===== src/rtl/agc_pkg.sv =====
package agc_pkg;

    typedef enum logic [2:0] {
        ST_IDLE    = 3'd0,
        ST_HI_WAIT = 3'd1,
        ST_HI_ON   = 3'd2,
        ST_LO_WAIT = 3'd3,
        ST_LO_ON   = 3'd4,
        ST_FAULT   = 3'd5
    } agc_state_e;

    function automatic logic is_wait(agc_state_e s);
        return (s == ST_HI_WAIT) || (s == ST_LO_WAIT);
    endfunction

endpackage


===== src/rtl/agc_offconf_timer.sv =====
module agc_offconf_timer #(
    parameter int W = 8
) (
    input  logic         clk,
    input  logic         rst_n,
    input  logic         waiting,
    input  logic         restart,
    input  logic [W-1:0] limit,
    output logic         expired
);
    localparam logic [W-1:0] CNT_MAX = {W{1'b1}};

    logic [W-1:0] cnt_q;

    // Counts cycles spent in one wait state; cleared on any state change.
    always_ff @(posedge clk or negedge rst_n) begin
        if (!rst_n) begin
            cnt_q <= '0;
        end else if (!waiting || restart) begin
            cnt_q <= '0;
        end else if (cnt_q != CNT_MAX) begin
            cnt_q <= cnt_q + W'(1);
        end
    end

    assign expired = waiting && (cnt_q == limit);

endmodule


===== src/rtl/agc_fsm.sv =====
module agc_fsm
    import agc_pkg::*;
(
    input  logic       clk,
    input  logic       rst_n,
    input  logic       enable,
    input  logic       pwm_req,
    input  logic       hs_off_fb,
    input  logic       ls_off_fb,
    input  logic       tmo_hit,
    output agc_state_e state_q,
    output agc_state_e state_d,
    output logic       hs_cmd,
    output logic       ls_cmd,
    output logic       fault_flag
);

    // Next-state decision
    always_comb begin
        state_d = state_q;
        if (!enable) begin
            state_d = ST_IDLE;
        end else begin
            unique case (state_q)
                ST_IDLE:    state_d = pwm_req ? ST_HI_WAIT : ST_LO_WAIT;
                ST_HI_WAIT: begin
                    if (!pwm_req)       state_d = ST_LO_WAIT;
                    else if (ls_off_fb) state_d = ST_HI_ON;
                    else if (tmo_hit)   state_d = ST_FAULT;
                end
                ST_HI_ON:   if (!pwm_req) state_d = ST_LO_WAIT;
                ST_LO_WAIT: begin
                    if (pwm_req)        state_d = ST_HI_WAIT;
                    else if (hs_off_fb) state_d = ST_LO_ON;
                    else if (tmo_hit)   state_d = ST_FAULT;
                end
                ST_LO_ON:   if (pwm_req) state_d = ST_HI_WAIT;
                ST_FAULT:   state_d = ST_FAULT;
                default:    state_d = ST_IDLE;
            endcase
        end
    end

    // State register
    always_ff @(posedge clk or negedge rst_n) begin
        if (!rst_n) state_q <= ST_IDLE;
        else        state_q <= state_d;
    end

    // Registered outputs, decoded from the next state
    always_ff @(posedge clk or negedge rst_n) begin
        if (!rst_n) begin
            hs_cmd     <= 1'b0;
            ls_cmd     <= 1'b0;
            fault_flag <= 1'b0;
        end else begin
            hs_cmd     <= (state_d == ST_HI_ON);
            ls_cmd     <= (state_d == ST_LO_ON);
            fault_flag <= (state_d == ST_FAULT);
        end
    end

endmodule


===== src/rtl/adaptive_gate_ctrl.sv =====
module adaptive_gate_ctrl
    import agc_pkg::*;
#(
    parameter int TMO_W = 8
) (
    input  logic             clk,
    input  logic             rst_n,
    input  logic             enable,
    input  logic             pwm_req,
    input  logic             hs_off_fb,
    input  logic             ls_off_fb,
    input  logic [TMO_W-1:0] off_timeout,
    output logic             hs_gate,
    output logic             ls_gate,
    output logic             fault
);

    agc_state_e state_q;
    agc_state_e state_d;
    logic       tmo_hit;
    logic       waiting;
    logic       restart;

    assign waiting = is_wait(state_q);
    assign restart = (state_d != state_q);

    agc_offconf_timer #(.W(TMO_W)) u_timer (
        .clk     (clk),
        .rst_n   (rst_n),
        .waiting (waiting),
        .restart (restart),
        .limit   (off_timeout),
        .expired (tmo_hit)
    );

    agc_fsm u_fsm (
        .clk        (clk),
        .rst_n      (rst_n),
        .enable     (enable),
        .pwm_req    (pwm_req),
        .hs_off_fb  (hs_off_fb),
        .ls_off_fb  (ls_off_fb),
        .tmo_hit    (tmo_hit),
        .state_q    (state_q),
        .state_d    (state_d),
        .hs_cmd     (hs_gate),
        .ls_cmd     (ls_gate),
        .fault_flag (fault)
    );

endmodule


===== config.mk =====
export PLATFORM = sky130hd
export DESIGN_NAME = adaptive_gate_ctrl
export DESIGN_NICKNAME = d
export VERILOG_FILES = /design/src/rtl/agc_pkg.sv /design/src/rtl/agc_offconf_timer.sv /design/src/rtl/agc_fsm.sv /design/src/rtl/adaptive_gate_ctrl.sv
export SDC_FILE = /design/constraint.sdc
export NUM_CORES = 1
export LEC_CHECK = 0
export CORE_MARGIN = 1.5
export CORE_UTILIZATION = 60
export DETAILED_ROUTE_END_ITERATION = 10
export DONT_BUFFER_PORTS = 1
export PLACE_DENSITY = 0.88
export SLEW_MARGIN = 30
export SYNTH_ARGS = -nofsm -noshare
export SYNTH_HDL_FRONTEND = slang
export SYNTH_HIERARCHICAL = 1
export SYNTH_SLANG_ARGS = --single-unit
export TNS_END_PERCENT = 100

===== constraint.sdc =====
create_clock -name clk -period 3.56 [get_ports clk]
set_clock_uncertainty 0.05 [all_clocks]
set_input_delay 0.534 -clock clk [delete_from_list [all_inputs] [get_ports clk]]
set_output_delay 0.534 -clock clk [all_outputs]
set_load 0.05 [all_outputs]

### Word level (Yosys, flattened, before mapping)

Index checks and enable logic that the tools add are counted.

* logic and storage cells: 35
* register bits after elaboration: 14
* input port bits: 14

* multiplexer cells: 12
* add/sub/neg operators: 1
* reduce and logical (&&, ||, !) cells: 6
* equal/unequal tests: 11

Operators with widths (number)
* $mux 3: 8
* $pmux 3 s6: 1
* $mux 8: 2
* $eq 3x3->1 const B: 4
* $eq 3x2->1 const B: 3
* $add 8x1->8 const B: 1
* $eq 8x8->1: 1
* $ne 8x8->1 const B: 1
* $eq 3x1->1 const B: 1
* $logic_not 3->1: 1
* $ne 3x3->1: 1
* $logic_or 1x1->1: 2
* $mux 2: 1
* $reduce_bool 2->1: 1
* $logic_and 1x1->1: 1
* $logic_not 1->1: 1

### Depth between registers and ports, before layout

Gate-level depths: netlist of run 1.

* depth after elaboration: 11
* mapped depth: 13

### Cells and area by module

Netlist of run 1, hierarchy kept.

By module, submodules not included
* agc_offconf_timer: cells an instance 55, seq. area each 200.2 um^2, area an instance 511.7 um^2, instances 1
* agc_fsm: cells an instance 30, seq. area each 150.1 um^2, area an instance 309.0 um^2, instances 1
* adaptive_gate_ctrl: cells an instance 5, seq. area each 0.0 um^2, area an instance 40.0 um^2, instances 1

### Worst setup path before layout of run 1

Ideal clock, no wire load.

* kind: input to register
* from: in off_timeout[6]
* to: reg u_timer.cnt_q[0]
* setup slack: 1.337 ns
* stages on the path: 11
* data arrival time: 2.087 ns
* data required time: 3.424 ns
* setup time: 0.086 ns
* path through: xnor2_1 > nand3_1 > nor3_1 > and3b_1 > o21ai_0 > a21o_1 > inv_1 > xnor2_1 > nand3_1 > or2b_2 > nor3_1

* word-level cells in the longest chain between the ends: 10
* elaborated cells between the ends (all ways): 13
* those cells by class: eq/ne: 2; mux: 8; reduce/logical: 3

Ends and longest elaborated chain
* start: declaration: line adaptive_gate_ctrl.sv:12 `input logic [TMO_W-1:0] off_timeout,`
* $eq 8x8->1 *: line agc_offconf_timer.sv:26 `assign expired = waiting && (cnt_q == limit);`
* $logic_and 1x1->1 *: line agc_offconf_timer.sv:26
* named net tmo_hit: line adaptive_gate_ctrl.sv:20 `logic tmo_hit;`
* $mux 3 *: line agc_fsm.sv:29, agc_fsm.sv:35
* $mux 3 (on tied branches): line agc_fsm.sv:34, agc_fsm.sv:28
* $mux 3 (on tied branches): line agc_fsm.sv:33, agc_fsm.sv:27
* $pmux 3 s6 *: line agc_fsm.sv:24 `unique case (state_q)`
* $mux 3 *: line agc_fsm.sv:21 `if (!enable) begin`
* named net state_d[2]: line adaptive_gate_ctrl.sv:19 `agc_state_e state_d;`
* $ne 3x3->1 *: line adaptive_gate_ctrl.sv:25 `assign restart = (state_d != state_q);`
* named net restart: line adaptive_gate_ctrl.sv:22 `logic restart;`
* $logic_or 1x1->1 *: line agc_offconf_timer.sv:19 `end else if (!waiting || restart) begin`
* $mux 8 / $reduce_bool 2->1 (equally long branches)
* end signal: assignment: line agc_offconf_timer.sv:22 `cnt_q <= cnt_q + W'(1);`
* end: declaration: line agc_offconf_timer.sv:13 `logic [W-1:0] cnt_q;`

The timed path passes the listed nets; every way through them passes the cells marked *.
A chain may end at the register's enable or synchronous reset.

### Worst setup path after layout of run 1

* from: reg u_fsm.state_q[2]
* to: reg u_timer.cnt_q[6]

* word-level cells in the longest chain between the ends: 11
* elaborated cells between the ends (all ways): 22
* those cells by class: eq/ne: 6; mux: 10; reduce/logical: 6

Ends and longest elaborated chain
* start: declaration: line agc_fsm.sv:11 `output agc_state_e state_q,`
* start signal: assignment: line agc_fsm.sv:47 `else state_q <= state_d;`
* $eq 3x1->1 / $eq 3x2->1 (equally long branches): line agc_pkg.sv:13 `return (s == ST_HI_WAIT) || (s == ST_LO_WAIT);`
* $logic_or 1x1->1 *: line agc_pkg.sv:13
* named net waiting: line adaptive_gate_ctrl.sv:21 `logic waiting;`
* $logic_and 1x1->1 *: line agc_offconf_timer.sv:26
* named net tmo_hit: line adaptive_gate_ctrl.sv:20
* $mux 3 *: line agc_fsm.sv:29, agc_fsm.sv:35
* $mux 3 (on tied branches): line agc_fsm.sv:34, agc_fsm.sv:28
* $mux 3 (on tied branches): line agc_fsm.sv:33, agc_fsm.sv:27
* $pmux 3 s6 *: line agc_fsm.sv:24
* $mux 3 *: line agc_fsm.sv:21
* named net state_d[2]: line adaptive_gate_ctrl.sv:19
* $ne 3x3->1 *: line adaptive_gate_ctrl.sv:25
* named net restart: line adaptive_gate_ctrl.sv:22
* $logic_or 1x1->1 *: line agc_offconf_timer.sv:19
* $mux 8 / $reduce_bool 2->1 (equally long branches)

Marks and branches as above.

==> metrics.md, run 1 <==
| Metric | Value |
|---|---|
| Maximum Capacitance Violations | `0` |
| Die ar. | `1670 um2` |
| Status | `finished, final reports clean` |
| FMAX | `0.391 GHz` |
| Chip Width | `40.9 um` |
| Yosys warns | `6` |
| Gr usage total | `0.260` |
| Max transition margin | `0.597` |
| Final hold vios | `0` |
| Largest net degree at the start of global routing | `15` |
| CP Capture Type | `flip-flop` |
| Fin crit period | `2560 ps` |
| Hpwl dp | `1.30 mm` |
| Core box area | `1320 um2` |
| IO buf count | `0` |
| Multi-input gate area | `492 um2` |
| Non-Filler Instances | `109` |
| Worst Path Buf+Inv | `1` |
| Synth Area in Adders | `0.0145` |
| CTS tree | `yes` |
| Die Span Y | `40.9 um` |
| Fill count | `105` |
| Part of the Yosys area used for sequential elements | `0.407` |
| Syn_area_per_cell | `9.56 um2` |
| Register-to-Register Path Depth | `11` |
| VDD IR-drop max | `0.220 mV` |
| Setup repair bufs after CTS | `0` |
| Commonest non-fill, non-tap cell in the layout | `dfrtp_1` |
| Clock net sink count | `14` |
| Site Rows | `13` |
| Combinational family with the most area after synthesis | `simple AND/OR/NAND/NOR gates` |
| CP Cell Sequence | `and2b_2, nand2_1, nor3_1, o21a_1, a22oi_1, a21o_1, inv_1, xnor2_1, nand3_1, or2b_2, a211oi_1` |
| WP data arrival | `2680 ps` |
| Crit-path slowest cell | `dfrtp_1` |
| Number of global-route vias before repair | `647` |
| DP Worst Slack | `1030 ps` |
| CP required | `3680 ps` |
| Post-synthesis cell count | `90` |
| Leakage | `0.367 nW` |
| Fraction of layout cells with a size suffix above 1 | `0.106` |
| Via count of the routed design | `693` |
| GR Layer Usage met1 | `0.346` |
| Worst-Skew Late Latency | `270 ps` |
| N_diodes | `0` |
| Met2 Usage GRT | `0.387` |
| Initial core utilization | `0.653` |
| Top delay family on crit path | `simple AND/OR/NAND/NOR gates` |
| Worst-margin pin slew | `603 ps` |
| Final Max Slew Viols | `0` |
| Crit. path cell count | `11` |
| Cell area after synthesis | `861 um2` |
| Nets | `110` |
| Cell variety after synth | `35` |
| CP startpoint kind | `flip-flop` |
| Hold path depth | `2` |
| Storage cell area | `350 um2` |
| Vias/cell | `6.36` |
| Clock Path Buffers | `2` |
| Xor/xnor share of the synthesized area | `0.112` |
| RSZ-0062 raised after global routing | `false` |
| GRT overflow | `0` |
| Drt total wl | `1.70 mm` |
| GR peak layer | `met2` |
| Area share of and/or/nand/nor cells after synthesis | `0.254` |
| Setup Viol. Count Final | `0` |
| Dpl cells | `104` |
| Worst path max stage delay | `470 ps` |
| Iteration-0 DRC Markers | `35` |
| HP Class | `in2reg` |
| Grt met3 use | `0.0652` |
| Most frequent cells in the layout | `dfrtp_1 (14), xnor2_1 (11), nand2_1 (6)` |
| Clk pin slew, worst setup/hold paths | `80 ps` |
| H-Tree Depth | `1` |
| Drt drc | `0` |
| Worst setup path class | `reg2reg` |
| Detail Route Antenna Nets | `0` |
| CTS Buf Count | `3` |
| Io pins | `17` |
| Gpl congestion | `0.869` |
| Post-synth net total | `105` |
| CP max FO | `8` |
| Final Power | `321 uW` |
| P&R area growth vs syn | `6.25%` |
| Root buffer cell | `clkbuf_4` |
| Fin crit share | `0.719` |
| Setup TNS Final | `0 ps` |
| First-pass GRT wire length | `2.75 mm` |
| Compound-Gate Fraction of Synth Area | `0.190` |
| Pwr dens | `351 nW/um2` |
| Synthesized flop and latch total | `14` |
| DR WL/cell | `15.6 um` |
| Post-route setup slack | `1000 ps` |
| Initial antenna violation count | `0` |
| Mux cell area share after synthesis | `0` |
| Pre-Repair DR Iteration Count | `5` |
## registers in the layout, summed over array words and instances (netlist names)
| register | count |
|---|---|
| u_fsm/state_q | 3 |
| u_timer/cnt_q | 8 |
| u_fsm/ls_cmd | 1 |
| u_fsm/hs_cmd | 1 |
| u_fsm/fault_flag | 1 |
## cell usage after synthesis
master,n,area share
o21a_1,1,0.0087
a22oi_1,1,0.0087
ha_1,1,0.015
nand3b_1,1,0.0087
o311a_1,2,0.023
and2b_2,2,0.020
a21o_1,1,0.0087
nor2b_1,1,0.0073
o31ai_1,1,0.0087
inv_1,2,0.0087
nand3_1,5,0.029
nand2_1,6,0.026
a211oi_1,1,0.0087
or2b_2,1,0.010
and2b_1,1,0.0087
and3_2,2,0.017
xnor2_1,11,0.11
o21ai_0,4,0.023
nor3b_1,1,0.0087
o21bai_1,2,0.017
nand2b_1,1,0.0073
o211ai_2,1,0.015
and2_1,1,0.0073
buf_6,1,0.013
o31a_1,1,0.010
and3b_1,2,0.020
o211ai_1,1,0.0087
a21oi_1,2,0.012
and4_1,1,0.010
dfrtp_1,14,0.41
a31oi_1,4,0.029
a21boi_0,1,0.0087
nand4_1,3,0.022
nor3_1,5,0.029
nor2_1,5,0.022
## worst reg2reg max path, stage by stage (launching register included)
cell and delay, ps:
dfrtp_1 470, and2b_2 260, nand2_1 50, nor3_1 270, o21a_1 180, a22oi_1 80
a21o_1 230, inv_1 100, xnor2_1 120, nand3_1 100, or2b_2 340, a211oi_1 220
## logic make-up after synthesis
group | after synthesis
buf+inv | 3
compound gates | 23
xor+xnor | 11
fa+ha+maj | 1
simple gates | 38
flops | 14
## worst paths after layout
check | endpoint | start | slack (ps)
max reg2reg | u_timer/cnt_q[6]$_DFFE_PN0P_ | u_fsm/state_q[2]$_DFF_PN0_ | 1000
min | u_fsm/ls_cmd$_DFF_PN0_ | pwm_req | 400
max in group asynchronous | u_timer/cnt_q[5]$_DFFE_PN0P_ | rst_n | 2410
max | u_timer/cnt_q[6]$_DFFE_PN0P_ | u_fsm/state_q[2]$_DFF_PN0_ | 1000
min in group asynchronous | u_timer/cnt_q[3]$_DFFE_PN0P_ | rst_n | 660
min reg2reg | u_timer/cnt_q[6]$_DFFE_PN0P_ | u_timer/cnt_q[6]$_DFFE_PN0P_ | 540
## layout make-up
class / instances / area share
Inverter: 2 / 0.00821
Multi-Input combinational cell: 73 / 0.538
Tap cell: 15 / 0.0205
Timing Repair Buffer: 1 / 0.0109
Sequential cell: 14 / 0.383
Clock buffer: 4 / 0.0397
## routing by layer
metal  vias up  wire length, um
met5         -                0
met4         0               12
met3         2               74
met2        23              792
met1       328              817
li1        340                -
## through the flow
stage | hold slack [ps] | area, um2 | util
4_1_cts | 395 | 915 | 0.694
6_report | 401 | 915 | 0.694
3_3_place_gp | 189 | 868 | 0.659
5_1_grt | 384 | 915 | 0.694
2_1_floorplan | 188 | 861 | -
3_5_place_dp | 189 | 868 | 0.659
## where the power goes
group	internal [mW]	leakage, nW	switching, mW
Clock	0.0621	0.0210	0.0455
Sequential	0.163	0.192	0.0108
Combinational	0.0203	0.154	0.0193
## what timing repair did
| item | CTS | global route |
|---|---|---|
| endpoints found under the hold margin | 14 | 0 |
| hold buffers | 1 | 0 |
| resized for setup | 0 | 0 |
No activity file was read; power rests on OpenSTA's default activity.
==> inputs of run 2 (changes only) <==
Settings changed: CORE_UTILIZATION 60 to 54, PLACE_DENSITY 0.88 to 0.84.
Clock period 3.56 ns to 2.22 ns, I/O delays scaled along.
==> metrics.md, run 2 (synthesized netlist as in run 1, its figures left out) <==
| Metric | Value |
|---|---|
| Status | `finished, violations left` |
| Failing checks | `negative setup slack` |
| Pre-Repair DR Iteration Count | `4 (-1)` |
| Most frequent cells in the layout | `buf_4 (18), dfrtp_1 (14), xnor2_1 (9), nand2_1 (6), nor2_1 (5)` |
| Crit-path slowest cell | `dfrtp_1` |
| Drt total wl | `2.13 mm (+25%)` |
| Initial core utilization | `0.571 (-0.0819)` |
| Nets | `128 (+16%)` |
| Share of the core filled with cells | `0.738 (+0.0442)` |
| Iteration-0 DRC Markers | `32 (-8.6%)` |
| Leakage | `0.474 nW (+29%)` |
| Worst setup path class | `reg2reg` |
| VDD IR-drop max | `0.305 mV (+39%)` |
| Chip Width | `42.9 um (+5.0%)` |
| Fraction of layout cells with a size suffix above 1 | `0.357 (+0.251)` |
| Hold WS | `186 ps (-215 ps)` |
| Internal Pwr Total | `412 uW (+68%)` |
| GRT overflow | `0 (unchanged)` |
| FMAX | `0.429 GHz (+9.8%)` |
| Final Max Slew Viols | `0 (unchanged)` |
| Gr usage total | `0.263 (+0.00346)` |
| Number of global-route vias before repair | `818 (+26%)` |
| Site Rows | `14 (+1)` |
| Io pins | `17 (unchanged)` |
| CP Capture Type | `flip-flop` |
| Fin crit share | `1.05 (+0.331)` |
| Registers with the most flip-flops | `u_timer/cnt_q: 8 flops, u_fsm/state_q: 3 flops` |
| H-Tree Depth | `1 (unchanged)` |
| Largest net degree at the start of global routing | `15 (unchanged)` |
| Commonest non-fill, non-tap cell in the layout | `buf_4` |
| Maximum Capacitance Violations | `0 (unchanged)` |
| Pwr dens | `501 nW/um2 (+43%)` |
| RSZ-0062 raised after global routing | `true` |
| Core box area | `1510 um2 (+14%)` |
| WP data arrival | `2470 ps (-210 ps)` |
| Hpwl dp | `1.45 mm (+12%)` |
| IO buf count | `0 (unchanged)` |
| Detail Route Antenna Nets | `0 (unchanged)` |
| Root buffer cell | `clkbuf_4` |
| Final Power | `558 uW (+74%)` |
| First-pass GRT wire length | `3.53 mm (+29%)` |
| Most flop-heavy register | `u_timer/cnt_q` |
| Switch share | `0.262 (+0.0266)` |
| P&R area growth vs syn | `29.2%` |
| Post-route setup slack | `-110 ps (-1110 ps)` |
| Fin crit period | `2330 ps (-229 ps)` |
| CP required | `2360 ps (-1320 ps)` |
| Clk pin slew, worst setup/hold paths | `90 ps (about the same)` |
| Via count of the routed design | `806 (+16%)` |
| DR WL/cell | `16.6 um (+6.8%)` |
| Gpl congestion | `0.959 (+10%)` |
| Die Span Y | `42.9 um (+5.0%)` |
| Sequential power share | `0.494 (-0.048)` |
| CTS Buf Count | `3 (unchanged)` |
| Max transition margin | `0.563 (-0.0331)` |
| Clock network power share | `0.330 (-0.005)` |
| Final hold vios | `0 (unchanged)` |
| Die ar. | `1840 um2 (+10%)` |
| Max reg flops | `8 (unchanged)` |
| Worst-Skew Late Latency | `280 ps (about the same)` |
| Net Sw Power | `146 uW (+93%)` |
| CTS tree | `yes` |
| Initial antenna violation count | `0 (unchanged)` |
| Vias/cell | `6.30 (-0.96%)` |
| CP Cell Sequence | `xnor2_1, nand4_1, nor3_2, o21a_1, o211ai_1, and3b_2, xnor2_2, nand3_2, or2b_4, a211oi_2` |
| HP Class | `in2reg` |
| Clock Path Buffers | `2 (unchanged)` |
| CP startpoint kind | `flip-flop` |
| Clock net sink count | `14 (unchanged)` |
| Drt drc | `0 (unchanged)` |
| Worst-margin pin slew | `653 ps (+49.6 ps)` |
| CP max FO | `4 (-4)` |
| Combinational power share | `0.176 (+0.053)` |
| N_diodes | `0 (unchanged)` |
| Top delay family on crit path | `simple AND/OR/NAND/NOR gates` |
| Worst path max stage delay | `400 ps (-70 ps)` |
| Setup Viol. Count Final | `8 (+8)` |
| Worst Path Buf+Inv | `0 (-1)` |
-- run 2: cell count changes in the layout (fill, tap and decap cells not counted), sizes merged --
cell | previous run | this run
buf | 0 | 18
-- run 2: layout make-up --
| cell class | count | area, um2 |
|---|---|---|
| inverters | 2 | 7.51 |
| multi-input cells | 73 | 553 |
| clock buffers | 4 | 36.3 |
| repair buffers | 19 | 145 |
| well taps | 16 | 20.0 |
| flip-flops and latches | 14 | 350 |
| fillers | 114 | 394 |
-- run 2: metal layers --
metal / wire length (um) / share of wire / up-vias / global-route usage
li1: - / - / 375 / -
met1: 908 / 0.43 / 373 / 0.322
met2: 999 / 0.47 / 48 / 0.436
met3: 138 / 0.065 / 10 / 0.0468
met4: 82 / 0.039 / 0 / 0.138
met5: 0 / 0 / - / 0
-- run 2: final timing paths --
kind	start	end	slack, ps	cells after the start
worst max-delay path	u_timer/cnt_q[3]$_DFFE_PN0P_	u_timer/cnt_q[6]$_DFFE_PN0P_	-110	10
min in group asynchronous	rst_n	u_timer/cnt_q[0]$_DFFE_PN0P_	470	1
worst min register to register	u_timer/cnt_q[6]$_DFFE_PN0P_	u_timer/cnt_q[6]$_DFFE_PN0P_	590	2
max in group asynchronous	rst_n	u_timer/cnt_q[6]$_DFFE_PN0P_	1240	1
worst max register to register	u_timer/cnt_q[3]$_DFFE_PN0P_	u_timer/cnt_q[6]$_DFFE_PN0P_	-110	10
worst min-delay path	pwm_req	u_fsm/ls_cmd$_DFF_PN0_	190	2
-- run 2: repair_timing --
item                                   4_1_cts  5_1_grt
buffers inserted                             5        1
hold buffers                                 1        0
resized for setup                           11        6
pin swaps                                    9       13
endpoints found under the hold margin       14        0
setup endpoints to repair                    8        8
-- run 2: per-stage QoR --
step                std cells  setup WS (ps)  setup TNS [ps]  instance area (um2)
floorplan                  90           16.9               0                  861
global placement          117           -104            -405                  960
detailed placement        117           -242           -1280                  960
CTS                       127          -93.8            -441                 1070
global route              128           -185           -1190                 1110
finish                    128           -110            -496                 1110
-- run 2: power groups by stage --
| stage | clock (mW) | sequential (mW) | combinational [mW] |
|---|---|---|---|
| 2_1_floorplan | 0 | 0.280 | 0.0489 |
| 3_3_place_gp | 0 | 0.279 | 0.0680 |
| 3_5_place_dp | 0 | 0.279 | 0.0700 |
| 4_1_cts | 0.185 | 0.275 | 0.0880 |
| 5_1_grt | 0.199 | 0.276 | 0.106 |
| 6_report | 0.184 | 0.275 | 0.0983 |
==> inputs of run 3 (changes only) <==
Settings changed: CORE_MARGIN 1.5 to default, SETUP_SLACK_MARGIN from default to 0.3.
==> metrics.md, run 3 (synthesized netlist as in run 1, its figures left out) <==
| Metric | Value |
|---|---|
| CP startpoint kind | `flip-flop` |
| VDD IR-drop max | `0.372 mV (+22%)` |
| P&R area growth vs syn | `32.7%` |
| Gpl congestion | `0.838 (-13%)` |
| Drt drc | `0 (unchanged)` |
| Fraction of layout cells with a size suffix above 1 | `0.375 (+0.0179)` |
| Vias/cell | `6.42 (+2.0%)` |
| Die ar. | `1760 um2 (-4.6%)` |
| Crit path to | `u_timer/cnt_q[6]$_DFFE_PN0P_` |
| Setup TNS Final | `-396 ps (+99.3 ps)` |
| Failing checks | `negative setup slack` |
| Detail Route Antenna Nets | `0 (unchanged)` |
| Post-route setup slack | `-104 ps (+5.61 ps)` |
| Register-to-Register Path Depth | `11 (+1)` |
| Number of global-route vias before repair | `782 (-4.4%)` |
| Io pins | `17 (unchanged)` |
| Met2 Usage GRT | `0.456 (+0.0199)` |
| H-Tree Depth | `1 (unchanged)` |
| Largest net degree at the start of global routing | `15 (unchanged)` |
| Crit path launch | `u_timer/cnt_q[5]$_DFFE_PN0P_` |
| Iteration-0 DRC Markers | `21 (-34%)` |
| Most frequent cells in the layout | `buf_4 (17), dfrtp_1 (14), xnor2_1 (6), nand2_1 (6)` |
| Initial antenna violation count | `0 (unchanged)` |
| DP Worst Slack | `-72.7 ps (+170 ps)` |
| Worst-margin pin slew | `629 ps (-24.2 ps)` |
| Via count of the routed design | `822 (+2.0%)` |
| Final Power | `568 uW (+1.8%)` |
| Pre-Repair DR Iteration Count | `4 (unchanged)` |
| Nets | `128 (unchanged)` |
| Share of the core filled with cells | `0.767 (+0.0289)` |
| Setup Viol. Count Final | `8 (unchanged)` |
| Pwr dens | `497 nW/um2 (-0.85%)` |
| FMAX | `0.430 GHz (+0.24%)` |
| Max transition margin | `0.580 (+0.0162)` |
| Clock net sink count | `14 (unchanged)` |
| HP Class | `in2reg` |
| Hold WS | `154 ps (-32.1 ps)` |
| Leakage | `0.498 nW (+5.1%)` |
| CP required | `2380 ps (+20 ps)` |
| Final hold vios | `0 (unchanged)` |
| CP max FO | `4 (unchanged)` |
| Hpwl dp | `1.62 mm (+11%)` |
| GR peak layer | `met2` |
| Reg2reg start | `u_timer/cnt_q[5]$_DFFE_PN0P_` |
| Fill count | `110 (-3.5%)` |
| FF-to-FF End | `u_timer/cnt_q[6]$_DFFE_PN0P_` |
| Commonest non-fill, non-tap cell in the layout | `buf_4` |
| Core box area | `1490 um2 (-1.2%)` |
| Most flop-heavy register | `u_timer/cnt_q` |
| Site Rows | `14 (unchanged)` |
| Fin crit share | `1.05 (-0.00253)` |
| IO buf count | `0 (unchanged)` |
| R2R Setup Slk | `-100 ps (about the same)` |
| GR Layer Usage met1 | `0.346 (+0.0230)` |
| Worst-Skew Late Latency | `290 ps (about the same)` |
| Initial core utilization | `0.578 (+0.00672)` |
| Chip Width | `41.9 um (-2.3%)` |
| Final Max Slew Viols | `0 (unchanged)` |
| RSZ-0062 raised after global routing | `true` |
| CP Capture Type | `flip-flop` |
| Grt met3 use | `0.0435 (-0.00333)` |
| Registers with the most flip-flops | `u_timer/cnt_q: 8 flops, u_fsm/state_q: 3 flops` |
| Clock Path Buffers | `2 (unchanged)` |
| Die Span Y | `41.9 um (-2.3%)` |
| Status | `finished, violations left` |
| Max reg flops | `8 (unchanged)` |
| Gr usage total | `0.280 (+0.0171)` |
| CTS tree | `yes` |
| DR WL/cell | `17.5 um (+5.4%)` |
| Maximum Capacitance Violations | `0 (unchanged)` |
| Root buffer cell | `clkbuf_4` |
| Fin crit period | `2320 ps (-5.61 ps)` |
| Drt total wl | `2.24 mm (+5.4%)` |
| First-pass GRT wire length | `3.59 mm (+1.8%)` |
| CTS Buf Count | `3 (unchanged)` |
| GRT overflow | `0 (unchanged)` |
| Worst setup path class | `reg2reg` |
| N_diodes | `0 (unchanged)` |
| WP data arrival | `2480 ps (about the same)` |
| Clk pin slew, worst setup/hold paths | `90 ps (about the same)` |
==> run 3: worst min-delay path by stage <==
stage,cells past startpoint,slack (ps),start,to
floorplan,0,-10,rst_n,u_fsm/fault_flag$_DFF_PN0_
detailed placement,0,-10,rst_n,u_timer/cnt_q[7]$_DFFE_PN0P_
global route,2,170,enable,u_fsm/state_q[0]$_DFF_PN0_
global placement,0,-10,rst_n,u_timer/cnt_q[6]$_DFFE_PN0P_
finish,2,150,enable,u_fsm/state_q[0]$_DFF_PN0_
CTS,2,160,enable,u_fsm/state_q[0]$_DFF_PN0_
==> run 3: routing by layer <==
layer	wire length, um	share of wire
met3	143	0.064
met1	883	0.39
met5	0	0
met4	55	0.025
met2	1160	0.52
==> run 3: metrics by stage <==
stage / cell area, um2 / cells
2_1_floorplan: 895 / 90
5_1_grt: 1140 / 128
3_5_place_dp: 1010 / 119
4_1_cts: 1090 / 127
3_3_place_gp: 1010 / 119
6_report: 1140 / 128
==> run 3: final cells by class <==
cell class / instances / area, um2 / area share
sequential: 14 / 350 / 0.307
multi-input combinational: 73 / 579 / 0.507
timing repair buffer: 19 / 149 / 0.130
inverter: 2 / 7.51 / 0.00657
clock buffer: 4 / 36.3 / 0.0318
tap: 16 / 20.0 / 0.0175
==> run 3: critical path, cell delays in order (launching register included) <==
cell and delay [ps]:
dfrtp_1 420, xnor2_2 160, nand3_2 140, nor3_4 220, and3b_1 180, o21ai_1 60, a21o_1 210, inv_2 90
xnor2_2 130, nand3_2 130, or2b_4 300, a211oi_2 160
==> run 3: where the power goes <==
group	total, mW	switching, mW	internal [mW]
clock	0.191	0.0909	0.100
sequential	0.273	0.0113	0.262
combinational	0.104	0.0511	0.0529
==> run 3: what timing repair did <==
action	in CTS	in global routing
buffers inserted	3	1
resized for setup	3	10
gates cloned	0	0
setup endpoints to repair	8	10
hold buffers	1	0
hold endpoints to repair	14	0
pin swaps	4	6
